[src/rtl/fsm_pkg.sv]
// Package: shared defaults and the circular phase distance helper for the
// frame-clock sync muting controller. Assumes phases are below the modulus.
package fsm_pkg;
    localparam int unsigned DEF_BITS_PER_FRAME = 64;
    localparam int unsigned DEF_DRIFT_TOL      = 6;
    localparam int unsigned DEF_HOLD_FRAMES    = 32;
    localparam int unsigned DEF_LOCK_FRAMES    = 2;
    localparam int unsigned DEF_SAMPLE_W       = 16;

    // Shortest distance between two positions on a ring of size modulus.
    function automatic int unsigned circ_drift(input int unsigned cur,
                                               input int unsigned prev,
                                               input int unsigned modulus);
        int unsigned d;
        d = (cur >= prev) ? (cur - prev) : (cur + modulus - prev);
        return (d > modulus / 2) ? (modulus - d) : d;
    endfunction
endpackage

[src/rtl/fsm_edge_rise.sv]
// Rising-edge detectors for a bundle of slow level inputs.
// Assumes every input is synchronous to clk and held for at least two clocks.
module fsm_edge_rise #(
    parameter int unsigned N = 2
) (
    input  logic         clk,
    input  logic         rst_n,
    input  logic [N-1:0] lvl,
    output logic [N-1:0] rise
);
    logic [N-1:0] prev_q;

    for (genvar g = 0; g < N; g++) begin : g_bit
        // Remember the last sampled level of one input.
        always_ff @(posedge clk) begin
            if (!rst_n) prev_q[g] <= 1'b0;
            else        prev_q[g] <= lvl[g];
        end
        // High for one clock when the input goes from 0 to 1.
        assign rise[g] = lvl[g] & ~prev_q[g];
    end
endmodule

[src/rtl/fsm_phase_ref.sv]
// Free-running bit-clock reference: counts bit-clock rising edges modulo
// BITS_PER_FRAME in the system clock domain. Assumes bit_rise is a one-clock pulse.
module fsm_phase_ref #(
    parameter int unsigned BITS_PER_FRAME = 64,
    localparam int unsigned PH_W = $clog2(BITS_PER_FRAME)
) (
    input  logic            clk,
    input  logic            rst_n,
    input  logic            bit_rise,
    output logic [PH_W-1:0] phase
);
    localparam logic [PH_W-1:0] LAST = PH_W'(BITS_PER_FRAME - 1);

    // Advance and wrap the reference on each bit-clock edge.
    always_ff @(posedge clk) begin
        if (!rst_n)        phase <= '0;
        else if (bit_rise) phase <= (phase == LAST) ? '0 : phase + 1'b1;
    end
endmodule

[src/rtl/fsm_lock_monitor.sv]
// Lock monitor: captures the reference phase at each frame-clock edge, compares
// it with the previous capture and tracks lock. Emits one-clock loss and
// relock pulses. Assumes frame_rise is a one-clock pulse.
module fsm_lock_monitor
    import fsm_pkg::*;
#(
    parameter int unsigned BITS_PER_FRAME = 64,
    parameter int unsigned DRIFT_TOL      = 6,
    parameter int unsigned LOCK_FRAMES    = 2,
    localparam int unsigned PH_W = $clog2(BITS_PER_FRAME),
    localparam int unsigned LC_W = $clog2(LOCK_FRAMES + 1)
) (
    input  logic            clk,
    input  logic            rst_n,
    input  logic            frame_rise,
    input  logic [PH_W-1:0] phase_now,
    output logic            in_sync,
    output logic            loss_evt,
    output logic            relock_evt
);
    localparam logic [LC_W-1:0] LOCK_N = LC_W'(LOCK_FRAMES);

    logic [PH_W-1:0] last_phase;
    logic            have_prev;
    logic [LC_W-1:0] match_cnt;
    logic            too_far;

    // Compare the new capture against the previous one.
    always_comb begin
        too_far = circ_drift(32'(phase_now), 32'(last_phase), BITS_PER_FRAME) > DRIFT_TOL;
    end

    // Store phase, count matching frames and update the lock state.
    always_ff @(posedge clk) begin
        if (!rst_n) begin
            last_phase <= '0;
            have_prev  <= 1'b0;
            match_cnt  <= '0;
            in_sync    <= 1'b0;
            loss_evt   <= 1'b0;
            relock_evt <= 1'b0;
        end else begin
            loss_evt   <= 1'b0;
            relock_evt <= 1'b0;
            if (frame_rise) begin
                last_phase <= phase_now;
                have_prev  <= 1'b1;
                if (!have_prev) begin
                    match_cnt <= '0;
                end else if (too_far) begin
                    match_cnt <= '0;
                    in_sync   <= 1'b0;
                    loss_evt  <= 1'b1;
                end else if (match_cnt < LOCK_N) begin
                    match_cnt <= match_cnt + 1'b1;
                    if (!in_sync && (match_cnt + 1'b1 == LOCK_N)) begin
                        in_sync    <= 1'b1;
                        relock_evt <= 1'b1;
                    end
                end
            end
        end
    end
endmodule

[src/rtl/fsm_mute_gate.sv]
// Mute gate: counts the post-relock hold in frame periods and forces both
// sample paths to two's-complement zero while unlocked or holding.
module fsm_mute_gate #(
    parameter int unsigned HOLD_FRAMES = 32,
    parameter int unsigned SAMPLE_W    = 16,
    localparam int unsigned HC_W = $clog2(HOLD_FRAMES + 1)
) (
    input  logic                clk,
    input  logic                rst_n,
    input  logic                frame_rise,
    input  logic                in_sync,
    input  logic                loss_evt,
    input  logic                relock_evt,
    input  logic [SAMPLE_W-1:0] dac_in,
    input  logic [SAMPLE_W-1:0] adc_in,
    output logic [SAMPLE_W-1:0] dac_out,
    output logic [SAMPLE_W-1:0] adc_out,
    output logic [HC_W-1:0]     hold_cnt
);
    localparam logic [HC_W-1:0] HOLD_N = HC_W'(HOLD_FRAMES);

    logic mute;

    // Load the hold on loss or relock and count it down on frame edges.
    always_ff @(posedge clk) begin
        if (!rst_n)                                       hold_cnt <= HOLD_N;
        else if (loss_evt || relock_evt)                  hold_cnt <= HOLD_N;
        else if (frame_rise && in_sync && hold_cnt != '0) hold_cnt <= hold_cnt - 1'b1;
    end

    // Mute while out of lock or while the hold is still running.
    assign mute = !in_sync || (hold_cnt != '0);

    // Register both outputs with bipolar zero substituted while muted.
    always_ff @(posedge clk) begin
        if (!rst_n || mute) begin
            dac_out <= '0;
            adc_out <= '0;
        end else begin
            dac_out <= dac_in;
            adc_out <= adc_in;
        end
    end
endmodule

[src/rtl/frame_sync_mute.sv]
// Top: frame-clock synchronization loss muting controller. Assumes bclk and
// lrclk are synchronous to sys_clk and change at most every second clock.
module frame_sync_mute
    import fsm_pkg::*;
#(
    parameter int unsigned BITS_PER_FRAME = DEF_BITS_PER_FRAME,
    parameter int unsigned DRIFT_TOL      = DEF_DRIFT_TOL,
    parameter int unsigned HOLD_FRAMES    = DEF_HOLD_FRAMES,
    parameter int unsigned LOCK_FRAMES    = DEF_LOCK_FRAMES,
    parameter int unsigned SAMPLE_W       = DEF_SAMPLE_W
) (
    input  logic                sys_clk,
    input  logic                rst_n,
    input  logic                bclk,
    input  logic                lrclk,
    input  logic [SAMPLE_W-1:0] dac_in,
    input  logic [SAMPLE_W-1:0] adc_in,
    output logic [SAMPLE_W-1:0] dac_out,
    output logic [SAMPLE_W-1:0] adc_out,
    output logic                sync_ok
);
    localparam int unsigned PH_W = $clog2(BITS_PER_FRAME);
    localparam int unsigned HC_W = $clog2(HOLD_FRAMES + 1);

    logic [1:0]      rises;
    logic [PH_W-1:0] ref_phase;
    logic            loss_evt;
    logic            relock_evt;
    logic [HC_W-1:0] hold_cnt;

    fsm_edge_rise #(.N(2)) edge_i (
        .clk(sys_clk), .rst_n(rst_n), .lvl({lrclk, bclk}), .rise(rises)
    );

    fsm_phase_ref #(.BITS_PER_FRAME(BITS_PER_FRAME)) ref_i (
        .clk(sys_clk), .rst_n(rst_n), .bit_rise(rises[0]), .phase(ref_phase)
    );

    fsm_lock_monitor #(
        .BITS_PER_FRAME(BITS_PER_FRAME), .DRIFT_TOL(DRIFT_TOL), .LOCK_FRAMES(LOCK_FRAMES)
    ) mon_i (
        .clk(sys_clk), .rst_n(rst_n), .frame_rise(rises[1]), .phase_now(ref_phase),
        .in_sync(sync_ok), .loss_evt(loss_evt), .relock_evt(relock_evt)
    );

    fsm_mute_gate #(.HOLD_FRAMES(HOLD_FRAMES), .SAMPLE_W(SAMPLE_W)) gate_i (
        .clk(sys_clk), .rst_n(rst_n), .frame_rise(rises[1]), .in_sync(sync_ok),
        .loss_evt(loss_evt), .relock_evt(relock_evt), .dac_in(dac_in), .adc_in(adc_in),
        .dac_out(dac_out), .adc_out(adc_out), .hold_cnt(hold_cnt)
    );
endmodule

[config.mk]
export PLATFORM = sky130hd
export DESIGN_NAME = frame_sync_mute
export DESIGN_NICKNAME = d
export VERILOG_FILES = /design/src/rtl/fsm_pkg.sv /design/src/rtl/fsm_edge_rise.sv /design/src/rtl/fsm_phase_ref.sv /design/src/rtl/fsm_lock_monitor.sv /design/src/rtl/fsm_mute_gate.sv /design/src/rtl/frame_sync_mute.sv
export SDC_FILE = /design/constraint.sdc
export NUM_CORES = 1
export LEC_CHECK = 0
export ABC_AREA = 1
export BUFFER_PORTS_ARGS = -buffer_cell sky130_fd_sc_hd__buf_2
export CORE_UTILIZATION = 53
export CTS_CLUSTER_DIAMETER = 200
export DETAILED_ROUTE_END_ITERATION = 16
export GPL_TIMING_DRIVEN = 0
export PLACE_DENSITY = 0.78
export SETUP_SLACK_MARGIN = 0.05
export SYNTH_ARGS = -nofsm -noshare
export SYNTH_HDL_FRONTEND = slang
export SYNTH_HIERARCHICAL = 1
export SYNTH_SLANG_ARGS = --single-unit
[constraint.sdc]
create_clock -name sys_clk -period 10.58 [get_ports sys_clk]
set_clock_uncertainty 0.05 [all_clocks]
set_input_delay 2.116 -clock sys_clk [delete_from_list [all_inputs] [get_ports sys_clk]]
set_output_delay 2.116 -clock sys_clk [all_outputs]
set_load 0.02 [all_outputs]
# Word-level counts from Yosys, hierarchy flattened
# Cells that the tools add are included.
[classes]
n_eq_ne = 3
addsub = 7
n_mul = 0
reduce_logical = 16
n_bitwise = 8
n_div = 0
n_mux = 11
shifts = 0
order_cmp = 4
[ops]
columns = ["operator", "n"]
rows = [
  ["$mux 32", 2],
  ["$gt 32x3->1 const B", 1],
  ["$gt 32x6->1 const B", 1],
  ["$sub 32x6->32", 1],
  ["$sub 7x32->32 const A", 1],
  ["$add 6x7->8 const B", 1],
  ["$sub 6x6->7", 1],
  ["$add 6x1->6 const B", 1],
  ["$eq 6x6->1 const B", 1],
  ["$ge 6x6->1", 1],
  ["$mux 2", 3],
  ["$mux 6", 1],
  ["$not 1->1", 6],
  ["$reduce_bool 6->1", 1],
  ["$sub 6x1->6 const B", 1],
  ["$mux 1", 5],
  ["$reduce_or 5->1", 1],
  ["$reduce_and 4->1", 1],
  ["$reduce_bool 2->1", 2],
  ["$logic_and 1x1->1", 3],
  ["$logic_or 1x1->1", 3],
  ["$ne 3x3->1 const B", 1],
  ["$reduce_and 3->1", 1],
  ["$add 2x1->2 const B", 1],
  ["6 further kinds", 8],
]
[totals]
output_inout_bits = 33
latch_bits = 0
regBits = 58
mem_bits_ro = 0
mem_bits_rw = 0
n_memories = 0

# Depth between registers and ports, before layout
# Gate-level depths: netlist (run 1).
[logic_depth]
ltp_word = 8
mapped_depth = 22
mapped_depth_nobuf = 22

# By module
# Netlist (run 1), hierarchy kept.
[modules_own_cells]
columns = ["mod", "n_inst", "area_each_um2", "cells_each"]
rows = [
  ["fsm_mute_gate", 1, 1527.7, 156],
  ["fsm_lock_monitor", 1, 1325.0, 210],
  ["fsm_phase_ref", 1, 272.8, 39],
  ["fsm_edge_rise", 1, 75.1, 10],
]

# Worst setup path before layout (run 1)
# Ideal clock, no wire load.
[synth_path]
kind = "flip-flop to flip-flop"
start = "reg ref_i.phase[0]"
end = "reg mon_i.loss_evt"
setup_ns = 0.113
stages_incl_launch_ff = 22
path_slack_ns = 7.082
arrival_ns = 3.335
required_ns = 10.417
n_path_buf = 0
path_cell_list = "dfxtp_1 -> inv_1 -> ha_1 -> inv_1 -> fa_1 -> inv_1 -> ha_1 -> inv_1 -> nor2_1 -> inv_1 -> o41ai_1 -> inv_1 -> ha_1 -> nand2_1 -> nor4_1 -> nand4_1 -> nand2_1 -> nand3_1 -> nor2_2 -> nand2_1 -> nand2_1 -> nor2_1"
[synth_via]
elab_chain_len = 7
[synth_rtl]
columns = ["element", "line_no", "rtl"]
rows = [
  ["start, declared", "fsm_phase_ref.sv:10", "output logic [PH_W-1:0] phase"],
  ["start signal, assigned", "fsm_phase_ref.sv:17", "else if (bit_rise) phase <= (phase == LAST) ? '0 : phase + 1'b1;"],
  ["$add 6x7->8", "fsm_pkg.sv:15", "d = (cur >= prev) ? (cur - prev) : (cur + modulus - prev);"],
  ["$sub 32x6->32", "fsm_pkg.sv:15", ""],
  ["$mux 32 *", "fsm_pkg.sv:15", ""],
  ["$sub 7x32->32 or $gt 32x6->1 (tied branches)", "fsm_pkg.sv:16", "return (d > modulus / 2) ? (modulus - d) : d;"],
  ["$mux 32 *", "fsm_pkg.sv:16", ""],
  ["$gt 32x3->1 *", "fsm_lock_monitor.sv:30", "too_far = circ_drift(32'(phase_now), 32'(last_phase), BITS_PER_FRAME) > DRIFT_TOL;"],
  ["$mux 1 *", "fsm_lock_monitor.sv:50", "end else if (too_far) begin"],
  ["end signal, assigned", "fsm_lock_monitor.sv:40", "loss_evt <= 1'b0;"],
  ["end signal, assigned", "fsm_lock_monitor.sv:43", "loss_evt <= 1'b0;"],
  ["end signal, assigned", "fsm_lock_monitor.sv:53", "loss_evt <= 1'b1;"],
  ["end, declared", "fsm_lock_monitor.sv:18", "output logic loss_evt,"],
]
# Mark *: on every way between the ends. The rest lies on a longest branch, timed or not.
# A chain may end at the register's enable or synchronous reset.

# Final worst setup path (run 1)
[layout_path]
start = "reg ref_i.phase[0]"
end = "reg mon_i.match_cnt[1]"
[layout_via]
elab_chain_len = 8
[layout_rtl]
columns = ["element", "line_no", "rtl"]
rows = [
  ["$add 6x7->8", "fsm_pkg.sv:15", ""],
  ["$sub 32x6->32", "fsm_pkg.sv:15", ""],
  ["$mux 32 *", "fsm_pkg.sv:15", ""],
  ["$sub 7x32->32 or $gt 32x6->1 (tied branches)", "fsm_pkg.sv:16", ""],
  ["$mux 32 *", "fsm_pkg.sv:16", ""],
  ["$gt 32x3->1 *", "fsm_lock_monitor.sv:30", ""],
  ["$ne 3x3->1 (no line) or $mux 2 (tied branches)", "--", ""],
  ["$reduce_and 2->1 (no line) or $mux 2 (tied branches)", "--", ""],
  ["end signal, assigned", "fsm_lock_monitor.sv:55", "match_cnt <= match_cnt + 1'b1;"],
  ["end, declared", "fsm_lock_monitor.sv:25", "logic [LC_W-1:0] match_cnt;"],
]
# Marked as above.

==> summary.md, run 1 <==
| Metric | Value |
|---|---|
| Number of setup buffers added after CTS | `0` |
| TNS Setup | `0 ns` |
| Hold buffer count at cts | `0` |
| Startpoint types | `register` |
| R2r setup slk | `6.59 ns` |
| Total global routing overflow | `0` |
| Vias in the first global route | `2457` |
| Worst endpoint required time | `10.78 ns` |
| Final period util | `0.3770` |
| Filler Cell Count | `470` |
| Most frequent cells in the layout | `inv_1, nand2_1, buf_2` |
| RSZ-0062 raised after global routing | `false` |
| Number of DRC markers in iteration 0 | `95` |
| Syn Area/Cell | `7.712 um^2` |
| Final ANT Viol Nets | `0` |
| CTS resizes | `0` |
| Proportion of layout cells with a drive suffix above 1 | `0.2986` |
| CTS tree | `done` |
| H-tree Lvls | `3` |
| Total Die Area | `6354 um^2` |
| Fin cells | `571` |
| Final Total Pwr | `649.2 uW` |
| Global-route wire length before repair | `9894 um` |
| Die X | `79.71 um` |
| Synth warn | `6` |
| Area after DPL | `3631 um^2` |
| Register area share after synthesis | `0.3628` |
| Total global-route track usage | `0.2024` |
| Post-route DRC violation count | `0` |
| CTS root buffer | `clkbuf_8` |
| Post-layout nets | `552` |
| Syn_nets | `473` |
| Min Tclk post-route | `3.988 ns` |
| Core box area | `5675 um^2` |
| # setup viols final | `0` |
| Commonest non-fill, non-tap cell in the layout | `inv_1` |
| Max FO, Critical Path | `4` |
| Measured slew at the worst slew-check pin | `0.5908 ns` |
| Fin area | `3897 um^2` |
| Total wire length | `5905 um` |
| Setup Slack @ Placement | `6.635 ns` |
| Outcome | `completed` |
| Initial antenna violation count | `0` |
| Multi-input gate area | `1632 um^2` |
| Fmax achieved | `250.7 MHz` |
| Synth Instances | `415` |
| HPWL Detailed | `4437 um` |
| R2r endpoint | `mon_i/match_cnt[1]$_SDFFE_PN0P_` |
| Clock Sinks | `58` |
| Cell variety after synth | `31` |
| Wirelength per Cell | `10.34 um` |
| Final Core Density | `0.6867` |
| Hold Path End | `mon_i/last_phase[5]$_SDFFE_PN0P_` |
| Vias/cell | `4.657` |
| Relative max-transition margin | `0.6010` |
| Port Buf Inserts | `68` |
| CP arrival | `4.19 ns` |
| DRT Pass-1 Iters | `4` |
| Worst Min Path Start | `mon_i/last_phase[5]$_SDFFE_PN0P_` |
| Total CTS buffers | `9` |
| Peak supply drop | `125.7 uV` |
| RePlAce Congestion | `0.7869` |
| Max-slew violation count | `0` |
| Chip height | `79.71 um` |
| Class of the worst hold path | `register to register` |
| Worst-Skew Late Latency | `0.33 ns` |
| Reg2reg start | `ref_i/phase[0]$_SDFFE_PN0P_` |
| Crit end category | `register` |
| Largest net degree at the start of global routing | `13` |
| Post-synthesis register bit count | `58` |
| MaxCap Viol Count | `0` |
| Syn Std Cell Area | `3201 um^2` |
| Worst Reg-to-Reg Cells | `20` |
| Hold path cells | `2` |
| Core Rows | `27` |
| Starting Density | `0.5639` |
| Hold Vio Cnt, Final | `0` |
| Placed cells | `555` |
| Via Count | `2659` |
| Final setup margin | `6.592 ns` |
| P per Cell Area | `166.6 nW/um^2` |
| Max Root-Sink Buffers | `2` |
| WHS | `0.4093 ns` |
| Number of diodes | `0` |
| Clock transition at path regs | `0.06 ns` |
| Leakage | `2.105 nW` |
| I/O Pins | `69` |
| Critical setup path kind | `register to register` |
| FF/Latch Area | `1161 um^2` |
| Area Overhead vs Synth | `21.77%` |
where the power goes:
group / total [mW] / internal, mW / switching, mW
Sequential: 0.225 / 0.222 / 0.00299
Clock: 0.270 / 0.186 / 0.0836
Combinational: 0.154 / 0.0588 / 0.0952
Total: 0.649 / 0.467 / 0.182
synth_stat cells, drive strengths merged:
library cell	number	area, um^2
nand2	96	400.4
inv	89	336.6
nor2	63	459.2
dfxtp	58	1161
nand3	29	185.2
ha	21	262.8
a21oi	20	103.9
o21ai	13	65.06
nand4	4	25.02
buf	3	60.06
clkbuf	3	11.26
nand3b	3	22.52
nor4	2	12.51
o21bai	2	15.01
or2	2	12.51
xnor2	2	17.52
fa	1	20.02
nor3	1	5.000
nor3b	1	7.510
o41ai	1	8.760
xor2	1	8.760
flip-flops by register name, summed over array words and instances, names as in the netlist:
signal,count
ref_i/phase,6
edge_i/prev_q,2
gate_i/hold_cnt,6
mon_i/loss_evt,1
mon_i/match_cnt,2
mon_i/in_sync,1
gate_i/dac_out,16
gate_i/adc_out,16
mon_i/last_phase,6
mon_i/relock_evt,1
mon_i/have_prev,1
cells by family after synthesis:
kind of cell    count (synthesis)  share of synthesized area
fa+ha+maj                      22                    0.08835
flops                          58                     0.3628
simple gates                  201                     0.3530
compound gates                 36                    0.06020
buf+inv                        95                     0.1274
xor+xnor                        3                   0.008211
how the worst max path moves through the flow:
stage                     slack (ns)                   startpoint  depth (start not counted)                               to
after floorplan                 7.08  ref_i/phase[0]$_SDFFE_PN0P_                         21        mon_i/loss_evt$_SDFF_PN0_
after global placement          6.67  ref_i/phase[0]$_SDFFE_PN0P_                         20  mon_i/match_cnt[0]$_SDFFE_PN0P_
after detailed placement        6.63  ref_i/phase[0]$_SDFFE_PN0P_                         20  mon_i/match_cnt[1]$_SDFFE_PN0P_
after CTS                       6.55  ref_i/phase[0]$_SDFFE_PN0P_                         20  mon_i/match_cnt[1]$_SDFFE_PN0P_
after global routing            6.05  ref_i/phase[0]$_SDFFE_PN0P_                         20  mon_i/match_cnt[0]$_SDFFE_PN0P_
final                           6.59  ref_i/phase[0]$_SDFFE_PN0P_                         20  mon_i/match_cnt[1]$_SDFFE_PN0P_
worst max-delay path: stages (launching register included):
cell and delay [ns]:
dfxtp_1 0.41, inv_1 0.11, ha_1 0.20, inv_1 0.09, fa_1 0.44, inv_1 0.11
ha_1 0.17, inv_1 0.04, nor2_1 0.20, inv_1 0.09, o41ai_1 0.60, inv_1 0.10
ha_1 0.30, nand4_1 0.09, nor4_1 0.17, nand4_1 0.13, nand2_1 0.08, nand3_1 0.09
nor2_2 0.16, nand3_1 0.14, a21oi_1 0.16
per-layer routing:
| metal | track usage | part of all wire |
|---|---|---|
| met5 | 0 | 0 |
| met4 | 0.1091 | 0.018 |
| met3 | 0.05714 | 0.037 |
| met2 | 0.3547 | 0.51 |
| met1 | 0.2183 | 0.43 |
area by class of cell:
| type | instances | area share |
|---|---|---|
| plain buffers | 6 | 0.01830 |
| clock buffers | 11 | 0.03628 |
| clock inverters | 5 | 0.03210 |
| inverters | 89 | 0.08636 |
| multi-input cells | 262 | 0.4186 |
| flip-flops and latches | 58 | 0.2979 |
| well taps | 72 | 0.02311 |
| repair buffers | 68 | 0.08732 |
Note: power is estimated with default switching activity, not from simulation.
==> inputs of run 2 (changes only) <==
==> constraint.sdc (replaced) <==
create_clock -name sys_clk -period 4 [get_ports sys_clk]
set_clock_uncertainty 0.05 [all_clocks]
set_input_delay 0.8 -clock sys_clk [delete_from_list [all_inputs] [get_ports sys_clk]]
set_output_delay 0.8 -clock sys_clk [all_outputs]
set_load 0.02 [all_outputs]
==> summary.md, run 2 (same netlist as run 1, synthesis figures left out) <==
| Metric | Value |
|---|---|
| Max FO, Critical Path | `4` |
| TNS Setup | `0 ns` |
| Core Rows | `27` |
| Class of the worst hold path | `register to register` |
| Via Count | `2664` |
| Total CTS buffers | `9` |
| Global-route wire length before repair | `9936 um` |
| Max Root-Sink Buffers | `2` |
| Die X | `79.71 um` |
| CP cell instances | `inv_1 > ha_1 > inv_1 > fa_1 > nand3_1 > nand3_1 > xnor2_2 > inv_1 > o41ai_4 > inv_1 > ha_1 > nand2_1 > nor4_1 > nand4_1 > nand2_1 > nand3_1 > nor2_2 > nand3_1 > a21oi_1` |
| Worst-Skew Late Latency | `0.33 ns` |
| Largest regs | `gate_i/adc_out x16, gate_i/dac_out x16` |
| I/O Pins | `69` |
| Initial antenna violation count | `0` |
| Number of DRC markers in iteration 0 | `102` |
| Area after DPL | `3631 um^2` |
| Int Pwr | `1.245 mW` |
| HPWL Detailed | `4437 um` |
| Most frequent cells in the layout | `inv_1, nand2_1, buf_2` |
| Crit end category | `register` |
| Area Overhead vs Synth | `22.71%` |
| Hold Vio Cnt, Final | `0` |
| Worst Min Path Start | `mon_i/last_phase[5]$_SDFFE_PN0P_` |
| CTS tree | `done` |
| P per Cell Area | `442.5 nW/um^2` |
| Commonest non-fill, non-tap cell in the layout | `inv_1` |
| Critical Path Max Stage Delay | `0.42 ns` |
| Slowest CP cell | `fa_1` |
| DRT Pass-1 Iters | `4` |
| Chip height | `79.71 um` |
| Fmax achieved | `276.4 MHz` |
| Total global-route track usage | `0.2034` |
| Number of diodes | `0` |
| Vias/cell | `4.665` |
| CTS root buffer | `clkbuf_8` |
| Max-slew violation count | `0` |
| Proportion of layout cells with a drive suffix above 1 | `0.3066` |
| Filler Cell Count | `464` |
| Comb pwr share | `0.246` |
| Total Die Area | `6354 um^2` |
| Critical setup path kind | `register to register` |
| Final ANT Viol Nets | `0` |
| Reg2reg start | `ref_i/phase[0]$_SDFFE_PN0P_` |
| Clock Sinks | `58` |
| Wirelength per Cell | `10.44 um` |
| Clock Power Share | `0.411` |
| Fin area | `3928 um^2` |
| Total net switching power | `493.3 uW` |
| Port Buf Inserts | `68` |
| Core box area | `5675 um^2` |
| Final period util | `0.9044` |
| RSZ-0062 raised after global routing | `false` |
| H-tree Lvls | `3` |
| Total wire length | `5963 um` |
| Starting Density | `0.5639` |
| Hold buffer count at cts | `0` |
| Sequential power share | `0.343` |
| Leakage | `2.117 nW` |
| Outcome | `completed` |
| Min Tclk post-route | `3.618 ns` |
| Clock transition at path regs | `0.06 ns` |
| Largest net degree at the start of global routing | `13` |
| RePlAce Congestion | `0.7869` |
| MaxCap Viol Count | `0` |
| Beginning of the critical path | `ref_i/phase[0]$_SDFFE_PN0P_` |
| Post-layout nets | `552` |
| Relative max-transition margin | `0.7651` |
| Measured slew at the worst slew-check pin | `0.3524 ns` |
| CP arrival | `3.82 ns` |
| Startpoint types | `register` |
| Vias in the first global route | `2462` |
| Post-route DRC violation count | `0` |
| Peak supply drop | `334.0 uV` |
| Total global routing overflow | `0` |
| Worst endpoint required time | `4.20 ns` |
| Sw Ratio | `0.2838` |
| # setup viols final | `0` |
run 2: changes by cell type in the layout (fill, tap and decap cells not counted):
cell     delta
dfxtp_2     +1
dfxtp_1     -1
xnor2_1     -1
xnor2_2     +1
nor2_2      +1
nor2_1      -1
o41ai_1     -1
o41ai_4     +1
run 2: repair_timing:
item	4_1_cts	5_1_grt
endpoints found under the setup margin	4	5
buffers inserted	0	0
pin swaps	0	1
resized for setup	1	4
run 2: cell type report:
type	instances	area, um^2	area share
Buffer	6	71.32	0.01816
Tap cell	72	90.09	0.02294
Inverter	89	336.6	0.08570
Sequential cell	58	1162	0.2960
Clock buffer	11	141.4	0.03600
Clock inverter	5	125.1	0.03186
Multi-Input combinational cell	262	1660	0.4227
Timing Repair Buffer	68	340.3	0.08665
run 2: routing by layer:
metal / wire length [um] / vias to the layer above / global-route usage
li1: - / 1428 / -
met4: 100 / 0 / 0.1091
met5: 0 / - / 0
met1: 2557 / 1171 / 0.2191
met3: 209 / 10 / 0.05714
met2: 3094 / 55 / 0.3573
run 2: critical path, delay by kind of cell, from the launching register on:
family | cells | cell delay (ns)
AOI/OAI and AO/OA | 2 | 0.58
xor gates and xnor gates | 1 | 0.27
adders and majority gates | 3 | 0.85
buffers and inverters | 4 | 0.39
DFF | 1 | 0.34
and+or+nand+nor | 9 | 1.06
run 2: stage by stage:
step                hold WS, ns  power, mW  setup slack (ns)  utilization  cells
finish                   0.4089      1.738            0.3823       0.6920    571
CTS                      0.4123      1.743            0.1363       0.6881    571
global route             0.4412      1.850           0.03563       0.6920    571
detailed placement       0.4040      1.016           0.05496       0.6398    555
global placement         0.3957     0.9955           0.08520       0.6398    555
floorplan                0.3875     0.9332            0.5022            -    415
run 2: path summary, 6_finish.rpt:
check,endpoint,slack (ns),depth (start not counted)
max,mon_i/match_cnt[1]$_SDFFE_PN0P_,0.38,19
min reg2reg,mon_i/last_phase[5]$_SDFFE_PN0P_,0.41,2
min,mon_i/last_phase[5]$_SDFFE_PN0P_,0.41,2
max reg2reg,mon_i/match_cnt[1]$_SDFFE_PN0P_,0.38,19
run 2: power groups by stage:
stage	sequential [mW]	clock (mW)	combinational (mW)
global route	0.596	0.761	0.492
CTS	0.595	0.729	0.418
global placement	0.607	0	0.388
detailed placement	0.608	0	0.408
floorplan	0.606	0	0.327
finish	0.596	0.715	0.427
==> inputs of run 3 (changes only) <==
==> constraint.sdc (replaced) <==
create_clock -name sys_clk -period 3.7 [get_ports sys_clk]
set_clock_uncertainty 0.05 [all_clocks]
set_input_delay 0.74 -clock sys_clk [delete_from_list [all_inputs] [get_ports sys_clk]]
set_output_delay 0.74 -clock sys_clk [all_outputs]
set_load 0.02 [all_outputs]
==> summary.md, run 3 (same netlist as run 1, synthesis figures left out) <==
| Metric | Value |
|---|---|
| Outcome | `completed` |
| Number of diodes | `0` |
| Beginning of the critical path | `ref_i/phase[0]$_SDFFE_PN0P_` |
| Hold buffer count at cts | `0` |
| CTS tree | `done` |
| Area Overhead vs Synth | `27.13%` |
| Die X | `79.71 um` |
| Chip height | `79.71 um` |
| Clock transition at path regs | `0.06 ns` |
| Via Count | `2695` |
| Reg2reg start | `ref_i/phase[0]$_SDFFE_PN0P_` |
| Total wire length | `6308 um` |
| Relative max-transition margin | `0.7381` |
| Vias in the first global route | `2471` |
| Most frequent cells in the layout | `nand2_1, inv_1, buf_2` |
| Worst-Skew Late Latency | `0.33 ns` |
| Total CTS buffers | `9` |
| Worst endpoint required time | `3.87 ns` |
| Hold Vio Cnt, Final | `0` |
| Proportion of layout cells with a drive suffix above 1 | `0.3604` |
| Final Total Pwr | `1.963 mW` |
| Filler Cell Count | `441` |
| Class of the worst hold path | `register to register` |
| Max Root-Sink Buffers | `2` |
| CP arrival | `3.68 ns` |
| Max FO, Critical Path | `4` |
| Crit end category | `register` |
| Startpoint types | `register` |
| Total Die Area | `6354 um^2` |
| Peak supply drop | `365.1 uV` |
| Final ANT Viol Nets | `0` |
| Post-route DRC violation count | `0` |
| Port Buf Inserts | `68` |
| Initial antenna violation count | `0` |
| Global-route wire length before repair | `9991 um` |
| Post-layout nets | `558` |
| Vias/cell | `4.671` |
| I/O Pins | `69` |
| MaxCap Viol Count | `0` |
| Clock Sinks | `58` |
| Core box area | `5675 um^2` |
| Commonest non-fill, non-tap cell in the layout | `nand2_1` |
| # setup viols final | `0` |
| H-tree Lvls | `3` |
| P per Cell Area | `482.6 nW/um^2` |
| Final period util | `0.9481` |
| RePlAce Congestion | `0.7869` |
| WHS | `0.4161 ns` |
| Starting Density | `0.5639` |
| DRT Pass-1 Iters | `4` |
| Critical setup path kind | `register to register` |
| Min Tclk post-route | `3.508 ns` |
| Number of DRC markers in iteration 0 | `99` |
| Largest net degree at the start of global routing | `13` |
| Core Rows | `27` |
| Leakage | `2.148 nW` |
| CTS root buffer | `clkbuf_8` |
| Wirelength per Cell | `10.93 um` |
| Measured slew at the worst slew-check pin | `0.3928 ns` |
| HPWL Detailed | `4437 um` |
| Largest regs | `gate_i/adc_out x16, gate_i/dac_out x16` |
| Total global routing overflow | `0` |
| Fmax achieved | `285.1 MHz` |
| Worst Min Path Start | `mon_i/last_phase[2]$_SDFFE_PN0P_` |
| Total global-route track usage | `0.2046` |
| Final Core Density | `0.7169` |
| Max-slew violation count | `0` |
## run 3: cell types whose count changed in the layout (fill, tap and decap cells not counted), sizes merged
cell,before,now
buf,71,77
## run 3: where the power goes
part	leakage, nW	switching [mW]	internal (mW)	total [mW]
Combinational	1.54	0.330	0.215	0.545
Sequential	0.472	0.00865	0.636	0.644
Clock	0.134	0.241	0.533	0.774
Total	2.15	0.580	1.38	1.96
## run 3: worst paths after layout
kind | to | slack [ns] | depth (start not counted)
min | mon_i/last_phase[2]$_SDFFE_PN0P_ | 0.42 | 2
max reg2reg | mon_i/loss_evt$_SDFF_PN0_ | 0.19 | 21
min reg2reg | mon_i/last_phase[2]$_SDFFE_PN0P_ | 0.42 | 2
max | mon_i/loss_evt$_SDFF_PN0_ | 0.19 | 21
## run 3: final cells by class
type	count	area, um^2	area share
multi-input cells	262	1748	0.4296
flip-flops and latches	58	1169	0.2872
plain buffers	6	71.32	0.01753
clock buffers	11	141.4	0.03475
clock inverters	5	125.1	0.03075
inverters	89	339.1	0.08333
repair buffers	74	385.4	0.09471
well taps	72	90.09	0.02214
## run 3: what timing repair did
action / in CTS / in global routing
pin swaps: 1 / 12
hold endpoints to repair: 0 / 0
resized for setup: 5 / 30
endpoints found under the setup margin: 5 / 5
setup buffers: 0 / 6
## run 3: metal layers
| metal | vias up | wire length [um] | global-route usage |
|---|---|---|---|
| met5 | - | 0 | 0 |
| met4 | 0 | 135 | 0.1091 |
| met3 | 12 | 191 | 0.05714 |
| met2 | 46 | 3335 | 0.3615 |
| met1 | 1196 | 2646 | 0.2192 |
| li1 | 1441 | - | - |
## run 3: worst max-delay path, stage by stage (launching register included)
cell and delay [ns]:
dfxtp_4 0.36, inv_4 0.04, ha_2 0.17, inv_2 0.07
fa_2 0.45, inv_2 0.10, ha_4 0.14, inv_2 0.04
nor2_4 0.11, inv_2 0.07, o41ai_4 0.39, inv_1 0.09
ha_1 0.29, nand4_1 0.11, nor4_2 0.25, nand4_1 0.13
nand2_1 0.09, nand3_2 0.09, nor2_4 0.15, nand2_2 0.09
nand2_1 0.08, nor2_1 0.04
## run 3: per-stage QoR
| stage | cell area, um^2 | setup TNS (ns) | std cells | setup slack [ns] |
|---|---|---|---|---|
| final | 4069 | 0 | 577 | 0.1921 |
| after global routing | 4069 | -0.1253 | 577 | -0.05261 |
| after CTS | 3928 | 0 | 571 | 0.1135 |
| after detailed placement | 3631 | -1.062 | 555 | -0.2450 |
| after global placement | 3631 | -0.9361 | 555 | -0.2148 |
| after floorplan | 3201 | 0 | 415 | 0.2022 |
